--- src/rtl/ks_pkg.sv ---
package ks_pkg;
  typedef enum logic [2:0] {
    ST_IDLE   = 3'd0,
    ST_ASK    = 3'd1,
    ST_RESP   = 3'd2,
    ST_LINK   = 3'd3,
    ST_REFUSE = 3'd4
  } lnk_st_t;
endpackage

--- src/rtl/ks_prio.sv ---
// Fixed-priority pick: lowest set bit wins.
module ks_prio #(
  parameter int W = 6
) (
  input  logic [W-1:0] req_i,
  output logic [W-1:0] gnt_o
);
  logic seen;
  always_comb begin
    gnt_o = '0;
    seen  = 1'b0;
    for (int i = 0; i < W; i++) begin
      if (req_i[i] && !seen) begin
        gnt_o[i] = 1'b1;
        seen     = 1'b1;
      end
    end
  end
endmodule

--- src/rtl/ks_keypool.sv ---
// Free pool of key indices; lowest free served first, in sender order.
module ks_keypool #(
  parameter int N  = 6,
  parameter int NK = 8,
  parameter int KW = 3
) (
  input  logic            clk,
  input  logic            rst_n,
  input  logic [N-1:0]    alloc_i,
  input  logic [N-1:0]    rel_i,
  input  logic [N*KW-1:0] rel_key_i,
  output logic [N*KW-1:0] new_key_o
);
  logic [NK-1:0] free_q, avail, used, back;
  logic          hit;

  always_comb begin
    avail     = free_q;
    used      = '0;
    new_key_o = '0;
    hit       = 1'b0;
    for (int t = 0; t < N; t++) begin
      hit = 1'b0;
      if (alloc_i[t]) begin
        for (int k = 0; k < NK; k++) begin
          if (!hit && avail[k]) begin
            hit                   = 1'b1;
            avail[k]              = 1'b0;
            used[k]               = 1'b1;
            new_key_o[t*KW +: KW] = KW'(k);
          end
        end
      end
    end
  end

  always_comb begin
    back = '0;
    for (int t = 0; t < N; t++)
      if (rel_i[t]) back[rel_key_i[t*KW +: KW]] = 1'b1;
  end

  always_ff @(posedge clk) begin
    if (!rst_n) free_q <= '1;
    else        free_q <= (free_q & ~used) | back;
  end

  // never allocate out of an empty pool
  p_pool_nonempty_r6: assert property (@(posedge clk) disable iff (!rst_n)
    (|alloc_i) |-> (|free_q));
endmodule

--- src/rtl/ks_node.sv ---
// Per-sender link state machine.
module ks_node
  import ks_pkg::*;
#(
  parameter int AW = 3,
  parameter int KW = 3
) (
  input  logic          clk,
  input  logic          rst_n,
  input  logic          req_i,
  input  logic [AW-1:0] dest_i,
  input  logic          dest_ok_i,
  input  logic          win_i,
  input  logic          ded_i,
  input  logic          ack_i,
  input  logic          busy_i,
  input  logic [KW-1:0] key_i,
  output lnk_st_t       st_o,
  output logic [AW-1:0] dest_o,
  output logic [KW-1:0] key_o,
  output logic          want_o,
  output logic          alloc_o,
  output logic          rel_o
);
  lnk_st_t       st_q, st_d;
  logic [AW-1:0] dst_q;
  logic [KW-1:0] key_q;
  logic          idle_like;

  assign idle_like = (st_q == ST_IDLE) || (st_q == ST_REFUSE);
  assign want_o    = idle_like && req_i && dest_ok_i;
  assign alloc_o   = (st_q == ST_RESP) && req_i;
  assign rel_o     = (st_q == ST_LINK) && !req_i;
  assign st_o      = st_q;
  assign dest_o    = dst_q;
  assign key_o     = key_q;

  always_comb begin
    st_d = st_q;
    unique case (st_q)
      ST_IDLE, ST_REFUSE: begin
        if (!req_i)          st_d = ST_IDLE;
        else if (!dest_ok_i) st_d = ST_REFUSE;
        else if (win_i)      st_d = ded_i ? ST_RESP : ST_ASK;
      end
      ST_ASK: begin
        if (!req_i)      st_d = ST_IDLE;
        else if (ack_i)  st_d = ST_RESP;
        else if (busy_i) st_d = ST_REFUSE;
      end
      ST_RESP: st_d = req_i ? ST_LINK : ST_IDLE;
      ST_LINK: if (!req_i) st_d = ST_IDLE;
      default: st_d = ST_IDLE;
    endcase
  end

  always_ff @(posedge clk) begin
    if (!rst_n) begin
      st_q  <= ST_IDLE;
      dst_q <= '0;
      key_q <= '0;
    end else begin
      st_q <= st_d;
      if (want_o && win_i) dst_q <= dest_i;
      if (alloc_o)         key_q <= key_i;
      else if (rel_o)      key_q <= '0;
    end
  end

  p_grant_from_resp_r3: assert property (@(posedge clk) disable iff (!rst_n)
    $rose(st_q == ST_LINK) |-> ($past(st_q) == ST_RESP));
  p_busy_refuses_r4: assert property (@(posedge clk) disable iff (!rst_n)
    (st_q == ST_ASK && req_i && !ack_i && busy_i) |=> (st_q == ST_REFUSE));
  p_dedicated_skip_r5: assert property (@(posedge clk) disable iff (!rst_n)
    (want_o && win_i && ded_i) |=> (st_q == ST_RESP));
  p_drop_ends_r8: assert property (@(posedge clk) disable iff (!rst_n)
    (st_q != ST_IDLE && !req_i) |=> (st_q == ST_IDLE));
  p_bad_dest_r9: assert property (@(posedge clk) disable iff (!rst_n)
    (idle_like && req_i && !dest_ok_i) |=> (st_q == ST_REFUSE));
  p_wait_holds_r10: assert property (@(posedge clk) disable iff (!rst_n)
    (st_q == ST_ASK && req_i && !ack_i && !busy_i) |=> (st_q == ST_ASK));
endmodule

--- src/rtl/keysched_hub.sv ---
module keysched_hub
  import ks_pkg::*;
#(
  parameter int N     = 6,
  parameter int NKEYS = 8
) (
  input  logic                                   clk,
  input  logic                                   rst_n,
  input  logic [N-1:0]                           tx_req,
  input  logic [N*((N > 1) ? $clog2(N) : 1)-1:0] tx_dest,
  input  logic [N-1:0]                           rx_ack,
  input  logic [N-1:0]                           rx_busy,
  input  logic [N-1:0]                           rx_dedicated,
  output logic [N-1:0]                           tx_grant,
  output logic [N-1:0]                           tx_refuse,
  output logic [N*((NKEYS > 1) ? $clog2(NKEYS) : 1)-1:0] tx_key,
  output logic [N-1:0]                           rx_notify,
  output logic [N-1:0]                           rx_link,
  output logic [N*((N > 1) ? $clog2(N) : 1)-1:0] rx_peer,
  output logic [N*((NKEYS > 1) ? $clog2(NKEYS) : 1)-1:0] rx_key
);
  localparam int AW = (N > 1) ? $clog2(N) : 1;
  localparam int KW = (NKEYS > 1) ? $clog2(NKEYS) : 1;

  lnk_st_t       st   [N];
  logic [AW-1:0] din  [N];
  logic [AW-1:0] dq   [N];
  logic [KW-1:0] kq   [N];
  logic [N-1:0]  cand [N];
  logic [N-1:0]  pick [N];
  logic [N-1:0]  own  [N];
  logic [N-1:0]  want, win, alloc, rel, dest_ok, ded_sel, ack_sel, busy_sel, owned;
  logic [N*KW-1:0] new_key, rel_key;

  for (genvar g = 0; g < N; g++) begin : g_tx
    assign din[g]      = tx_dest[g*AW +: AW];
    assign dest_ok[g]  = (int'(din[g]) < N) && (int'(din[g]) != g);
    assign rel_key[g*KW +: KW] = kq[g];

    always_comb begin
      ded_sel[g]  = 1'b0;
      ack_sel[g]  = 1'b0;
      busy_sel[g] = 1'b0;
      for (int r = 0; r < N; r++) begin
        if (din[g] == AW'(r)) ded_sel[g] = rx_dedicated[r];
        if (dq[g] == AW'(r)) begin
          ack_sel[g]  = rx_ack[r];
          busy_sel[g] = rx_busy[r];
        end
      end
    end

    ks_node #(.AW(AW), .KW(KW)) u_node (
      .clk(clk), .rst_n(rst_n), .req_i(tx_req[g]), .dest_i(din[g]),
      .dest_ok_i(dest_ok[g]), .win_i(win[g]), .ded_i(ded_sel[g]),
      .ack_i(ack_sel[g]), .busy_i(busy_sel[g]), .key_i(new_key[g*KW +: KW]),
      .st_o(st[g]), .dest_o(dq[g]), .key_o(kq[g]), .want_o(want[g]),
      .alloc_o(alloc[g]), .rel_o(rel[g])
    );

    assign tx_grant[g]          = (st[g] == ST_LINK);
    assign tx_refuse[g]         = (st[g] == ST_REFUSE);
    assign tx_key[g*KW +: KW]   = (st[g] == ST_LINK) ? kq[g] : '0;
  end

  // Port ownership follows from sender state: claimed while asking, responding or linked.
  always_comb begin
    for (int r = 0; r < N; r++) begin
      for (int t = 0; t < N; t++)
        own[r][t] = (st[t] == ST_ASK || st[t] == ST_RESP || st[t] == ST_LINK) &&
                    (dq[t] == AW'(r));
      owned[r] = |own[r];
      for (int t = 0; t < N; t++)
        cand[r][t] = want[t] && (din[t] == AW'(r)) && !owned[r];
    end
  end

  for (genvar r = 0; r < N; r++) begin : g_rx
    ks_prio #(.W(N)) u_prio (.req_i(cand[r]), .gnt_o(pick[r]));
    p_single_owner_r7: assert property (@(posedge clk) disable iff (!rst_n)
      $onehot0(own[r]));
  end

  always_comb begin
    win = '0;
    for (int r = 0; r < N; r++) win = win | pick[r];
  end

  ks_keypool #(.N(N), .NK(NKEYS), .KW(KW)) u_pool (
    .clk(clk), .rst_n(rst_n), .alloc_i(alloc), .rel_i(rel),
    .rel_key_i(rel_key), .new_key_o(new_key)
  );

  always_comb begin
    rx_notify = '0;
    rx_link   = '0;
    rx_peer   = '0;
    rx_key    = '0;
    for (int r = 0; r < N; r++) begin
      for (int t = 0; t < N; t++) begin
        if (own[r][t]) begin
          rx_peer[r*AW +: AW] = AW'(t);
          if (st[t] == ST_ASK) rx_notify[r] = 1'b1;
          if (st[t] == ST_LINK) begin
            rx_link[r]          = 1'b1;
            rx_key[r*KW +: KW]  = kq[t];
          end
        end
      end
    end
  end

  for (genvar a = 0; a < N; a++) begin : g_ka
    for (genvar b = a + 1; b < N; b++) begin : g_kb
      p_key_unique_r6: assert property (@(posedge clk) disable iff (!rst_n)
        (st[a] == ST_LINK && st[b] == ST_LINK) |-> (kq[a] != kq[b]));
    end
  end
endmodule

--- config.mk ---
export PLATFORM = sky130hd
export DESIGN_NAME = keysched_hub
export DESIGN_NICKNAME = d
export VERILOG_FILES = /design/src/rtl/ks_pkg.sv /design/src/rtl/ks_prio.sv /design/src/rtl/ks_keypool.sv /design/src/rtl/ks_node.sv /design/src/rtl/keysched_hub.sv
export SDC_FILE = /design/constraint.sdc
export NUM_CORES = 1
export LEC_CHECK = 0
export BUFFER_PORTS_ARGS = -buffer_cell sky130_fd_sc_hd__buf_2
export CORE_UTILIZATION = 61
export CTS_CLUSTER_DIAMETER = 100
export CTS_CLUSTER_SIZE = 8
export DETAILED_ROUTE_END_ITERATION = 6
export PLACE_DENSITY = 0.83
export SLEW_MARGIN = 20
export SYNTH_ARGS = -nofsm -noshare
export SYNTH_HDL_FRONTEND = slang
export SYNTH_HIERARCHICAL = 1
export SYNTH_SLANG_ARGS = --single-unit
--- constraint.sdc ---
create_clock -name clk -period 5.48 [get_ports clk]
set_clock_uncertainty 0.1 [all_clocks]
set_input_delay 1.096 -clock clk [delete_from_list [all_inputs] [get_ports clk]]
set_output_delay 1.096 -clock clk [all_outputs]
set_load 0.1 [all_outputs]
-- After elaboration in Yosys (flattened, before gate mapping)
Index checks and enable logic that the tools add are counted.
- register bits after elaboration: 62
- input port bits: 44
- output and inout bits: 78
- logic and storage cells: 1237
- $lt $le $gt $ge: 18
- equality and inequality tests: 107
- mux-type cells: 713
- bitwise logic cells: 13
- reduce and logical (&&, ||, !) cells: 367
- operators by type and width (kind ; number):
    two-way mux 3 bit ; 174
    two-way mux 1 bit ; 486
    logical AND 1 bit ; 222
    two-way mux 8 bit ; 17
    == test 3 x 2 -> 1 bit, second input constant ; 36
    == test 3 bit, second input constant ; 30
    logical NOT 1 bit ; 84
    case mux 3 bit (4 select lines) ; 6
    == test 3 x 1 -> 1 bit, second input constant ; 18
    logical NOT 3 bit ; 18
    two-way mux 2 bit ; 24
    OR 8 bit ; 6
    OR reduction 6 bit ; 6
    OR 6 bit ; 5
    less-than comparator 3 x 4 -> 1 bit, second input constant ; 6
    inequality test 4 x 2 -> 1 bit, second input constant ; 6
    inequality test 4 bit, second input constant ; 6
    demux 1 bit (select 3 bit) ; 6
    greater-or-equal comparator 3 x 1 -> 1 bit, second input constant ; 6
    logical OR 1 bit ; 18
    less-than comparator 3 bit, second input constant ; 6
    AND reduction 3 bit ; 6
    inequality test 2 bit, second input constant ; 6
    inequality test 3 bit, second input constant ; 4
    6 further kinds ; 16

-- Longest topological paths before layout
- depth in word-level cells: 184
- gate-level depth with buffers: 17

-- Hierarchy
Netlist, hierarchy kept.
- modules (own cells, without submodules) (module ; instances ; cells an instance ; area each (sq um)):
    keysched_hub ; 1 ; 685 ; 4212.8
    ks_node ; 6 ; 65 ; 564.3
    ks_keypool ; 1 ; 380 ; 2434.8
    ks_prio ; 6 ; 7 ; 57.6

-- Worst setup path before layout
No wires, ideal clock.
- kind: reg-to-output
- from: register g_tx[4].u_node.st_q[0]
- to: output rx_peer[13] in the netlist's numbering
- arrival: 4.576 ns
- required time: 4.284 ns
- setup slack: -0.292 ns
- cell stages (with the launch flop): 7
- path buffers: 2
- path through: dfxtp_1 -> buf_2 -> nor2_2 -> or3_1 -> clkbuf_1 -> o21ai_0 -> nor2_1
- cells in the longest elaborated chain, start to end: 6
- RTL lines (item ; RTL line ; text):
    from (decl) ; ks_node.sv:25 ; lnk_st_t st_q, st_d;
    from (signal assigned) ; ks_node.sv:63 ; st_q <= st_d;
    == test 3 x 1 -> 1 bit / == test 3 x 2 -> 1 bit (equally long branches) ; keysched_hub.sv:70 ; own[r][t] = (st[t] == ST_ASK || st[t] == ST_RESP || st[t] == ST_LINK) &&
    logical OR 1 bit ; keysched_hub.sv:70 ;
    logical OR 1 bit (*) ; keysched_hub.sv:70 ;
    logical AND 1 bit (*) ; keysched_hub.sv:70 ;
    two-way mux 3 bit (*) (2 in a row) ; keysched_hub.sv:101 ; if (own[r][t]) begin
    to (decl) ; keysched_hub.sv:19 ; output logic [N*((N > 1) ? $clog2(N) : 1)-1:0] rx_peer,
Every way passes the cells marked *; elsewhere a longest branch is shown, timed or not.

-- Final worst setup path
- from: register g_tx[0].u_node.st_q[0]
- to: output rx_key[8] in the netlist's numbering
- cells in the longest elaborated chain, start to end: 15
- RTL lines (item ; RTL line ; text):
    from (decl) ; ks_node.sv:25 ;
    from (signal assigned) ; ks_node.sv:63 ;
    == test 3 x 1 -> 1 bit / == test 3 x 2 -> 1 bit (equally long branches) ; keysched_hub.sv:70 ;
    logical OR 1 bit (2 in a row) ; keysched_hub.sv:70 ;
    logical AND 1 bit ; keysched_hub.sv:70 ;
    two-way mux 3 bit (*) ; keysched_hub.sv:101 ;
    two-way mux 3 bit ; keysched_hub.sv:104 ; if (st[t] == ST_LINK) begin
    two-way mux 3 bit (*) ; keysched_hub.sv:101 ;
    two-way mux 3 bit ; keysched_hub.sv:104 ;
    two-way mux 3 bit (*) ; keysched_hub.sv:101 ;
    two-way mux 3 bit ; keysched_hub.sv:104 ;
    two-way mux 3 bit (*) ; keysched_hub.sv:101 ;
    two-way mux 3 bit ; keysched_hub.sv:104 ;
    two-way mux 3 bit (*) ; keysched_hub.sv:101 ;
    two-way mux 3 bit ; keysched_hub.sv:104 ;
    two-way mux 3 bit (*) ; keysched_hub.sv:101 ;
    to (decl) ; keysched_hub.sv:20 ; output logic [N*((NKEYS > 1) ? $clog2(NKEYS) : 1)-1:0] rx_key
Marked as above.

==> impl_metrics.yaml <==
outcome:
  status: "complete, but fails checks"
  violations: "DRC"
clock_network:
  cts_tree: "done"
  holdBufCountCts: 0
  clock-sinks: 62
  cts.root.buffer_cell: "clkbuf_16"
  cts-resized-gates: 0
  clock_latency_ns: 0.36
  clockBufferDepth: 2
  htreeDepth: 3
  cts_setup_buffers: 0
  cts_buffers: 9
  clk_pin_slew_ns: 0.07
final_layout:
  layout_commonest_cell: "nand2_1"
  multiInputGateArea_um2: 8303
  diodes: 0
  final_cell_mix: "nand2_1 (161), nor2_1 (125), buf_2 (121), nand3_1 (74), a21oi_1 (72)"
  n_fill_cell: 1496
  nets: 1589
  ff_latch_area_um2: 1241
  drive_gt1_share_pct: 15.35
  area_growth_pct: 6.450
timing:
  fin_worst_hold_slack_ns: 0.4859
  rsz0062_at_grt: "no"
  setup_viol: 0
  fin_crit_ns: 4.752
  slew_headroom_pct: 26.04
  period_share_pct: 86.71
  hold_viol_final: 0
  tightest_slew_ns: 1.099
  fmax_mhz: 210.5
  setup_tns_ns: 0
  report.final.slew_viol_count: 0
yosys:
  yosysTopAreaCell: "dfxtp_1"
  post-synth-top-area-fraction_pct: 11.96
  yosysUniqueCellTypes: 100
  synth_nets: 1541
  synthArstFlopShare_pct: 0
  synth_ff_type: "dfxtp_1"
  ys_warn_count: 6
  synth_edf_count: 0
  syn_area_um2: 10380
  synthCells: 1497
  synthTopCellsByArea: "dfxtp_1 (12%), nand2_1 (5.8%), nor2_1 (4.5%)"
  synth.avg_cell_area_um2: 6.933
  yosysSeqAreaShare_pct: 11.96
  ys_ff_latch: 62
route:
  drc: 4
  drt_iter0_markers: 2111
  drt_wl_total_um: 40910
  first_pass_iters: 7
  vias_per_cell: 7.290
  vias: 12900
  ant_nets: 0
  drt-wirelength-per-cell_um: 23.11
floorplanning:
  die_w_um: 132.4
  initial_utilization_pct: 62.58
  num_io_pins: 122
  die_h_um: 132.4
  std_cell_rows: 47
  die_area_um2: 17540
  core_um2: 16580
setup_path:
  crit_path_max_fanout: 16
  path_cells: "nor2_1 -> or4_1 -> a311oi_1 -> a221oi_1 -> o211ai_1 -> buf_2"
  crit_slowest_cell: "dfxtp_1"
  criticalPathCategory: "reg2out"
  critical-path-max-stage-delay_ns: 0.66
  start_kind: "flop"
  crit_family: "compound AO/OA/AOI/OAI gates"
  end_kind: "primary output"
  path_buf_inv: 1
  crit_arrival_ns: 3.56
  required_ns: 4.28
power:
  cellLeakagePower_nw: 4.080
  power_density_nw_per_um2: 151.3
  peakVddDrop_mv: 0.1504
global_route:
  overflow: 0
  grt_pass1_vias: 11460
  antenna_found_initial: 2
  grt_pass1_wl_um: 62920
  grt_usage_pct: 45.54
  grt_start_max_net_pins: 69
placement:
  port_buffers: 121
  gp_congestion: 1.044
  dp.final_hpwl_um: 31090
run:
  maxCapViolCount: 0
worst_hold_path:
  hold_class: "reg2reg"
-- synthesized netlist by cell type (31+ instances only) --
cell / count
nand2_1: 161
nor2_1: 125
nand3_1: 74
a21oi_1: 72
nor2b_1: 67
dfxtp_1: 62
o21ai_0: 57
a31oi_1: 45
and2_1: 43
nor3_1: 43
inv_1: 42
nand2b_1: 37
clkbuf_1: 36
nor3b_1: 36
nor4_1: 32
buf_2: 31
-- path summary, 6_finish.rpt --
kind / slack (ns) / to / from / depth (start not counted)
worst min-delay path: 0.49 / g_tx[3].u_node/dest_o[2]$_SDFFE_PN0P_ / g_tx[3].u_node/dest_o[2]$_SDFFE_PN0P_ / 2
worst max-delay path: 0.73 / rx_key[8] / g_tx[0].u_node/st_o[0]$_SDFFE_PN0P_ / 6
worst max register to register: 0.97 / g_tx[4].u_node/key_o[1]$_SDFFE_PN0P_ / g_tx[2].u_node/st_o[1]$_SDFFE_PN0P_ / 13
worst min register to register: 0.49 / g_tx[3].u_node/dest_o[2]$_SDFFE_PN0P_ / g_tx[3].u_node/dest_o[2]$_SDFFE_PN0P_ / 2
-- registers in the layout, summed over array words and instances, names as in the netlist --
signal / flops
g_tx.u_node/key_o: 18
g_tx.u_node/st_o: 18
u_pool/free_q: 8
g_tx.u_node/dest_o: 18
-- routing by layer --
metal  GRT usage, %  wire length, um  share of wire [%]
met5              0               12              0.029
met1          60.13            16050                 39
met4          22.35             2034                5.0
met3          10.31             5083                 12
met2          69.74            17730                 43
-- report_power, final --
group          switching, mW  leakage (nW)  internal (mW)
registers             0.0585         0.502          0.464
logic                  0.384          3.44          0.175
clock network          0.272         0.136          0.317
total                  0.715          4.08          0.956
-- tightest hold or removal path, stage by stage (launching register included) --
cell	delay, ns
dfxtp_1	0.39
nand2_1	0.10
a21boi_1	0.06
-- cell families after synthesis --
group	synth area share, %
compound gates	28.58
xor+xnor	0.5063
fa+ha+maj	0.5787
buf+inv	8.089
flops	11.96
mux	4.075
simple gates	46.21
-- stage by stage --
stage | setup slack, ns | instances | power (mW) | instance area [um^2] | util, %
after floorplan | 0.07674 | 1497 | 0.9348 | 10380 | -
after global placement | 0.6264 | 1754 | 1.055 | 10750 | 64.85
after detailed placement | 0.5449 | 1754 | 1.065 | 10750 | 64.85
after CTS | 0.8660 | 1770 | 1.645 | 11040 | 66.59
after global routing | 0.4055 | 1770 | 1.718 | 11050 | 66.62
final | 0.7285 | 1770 | 1.671 | 11050 | 66.62
-- layout make-up --
type / instances / area share (%)
flip-flops and latches: 62 / 11.23
well taps: 220 / 2.492
clock inverters: 7 / 0.5776
inverters: 43 / 1.461
multi-input cells: 1285 / 75.15
repair buffers: 144 / 7.044
clock buffers: 9 / 2.039
Power figures use the tool's default switching activity.
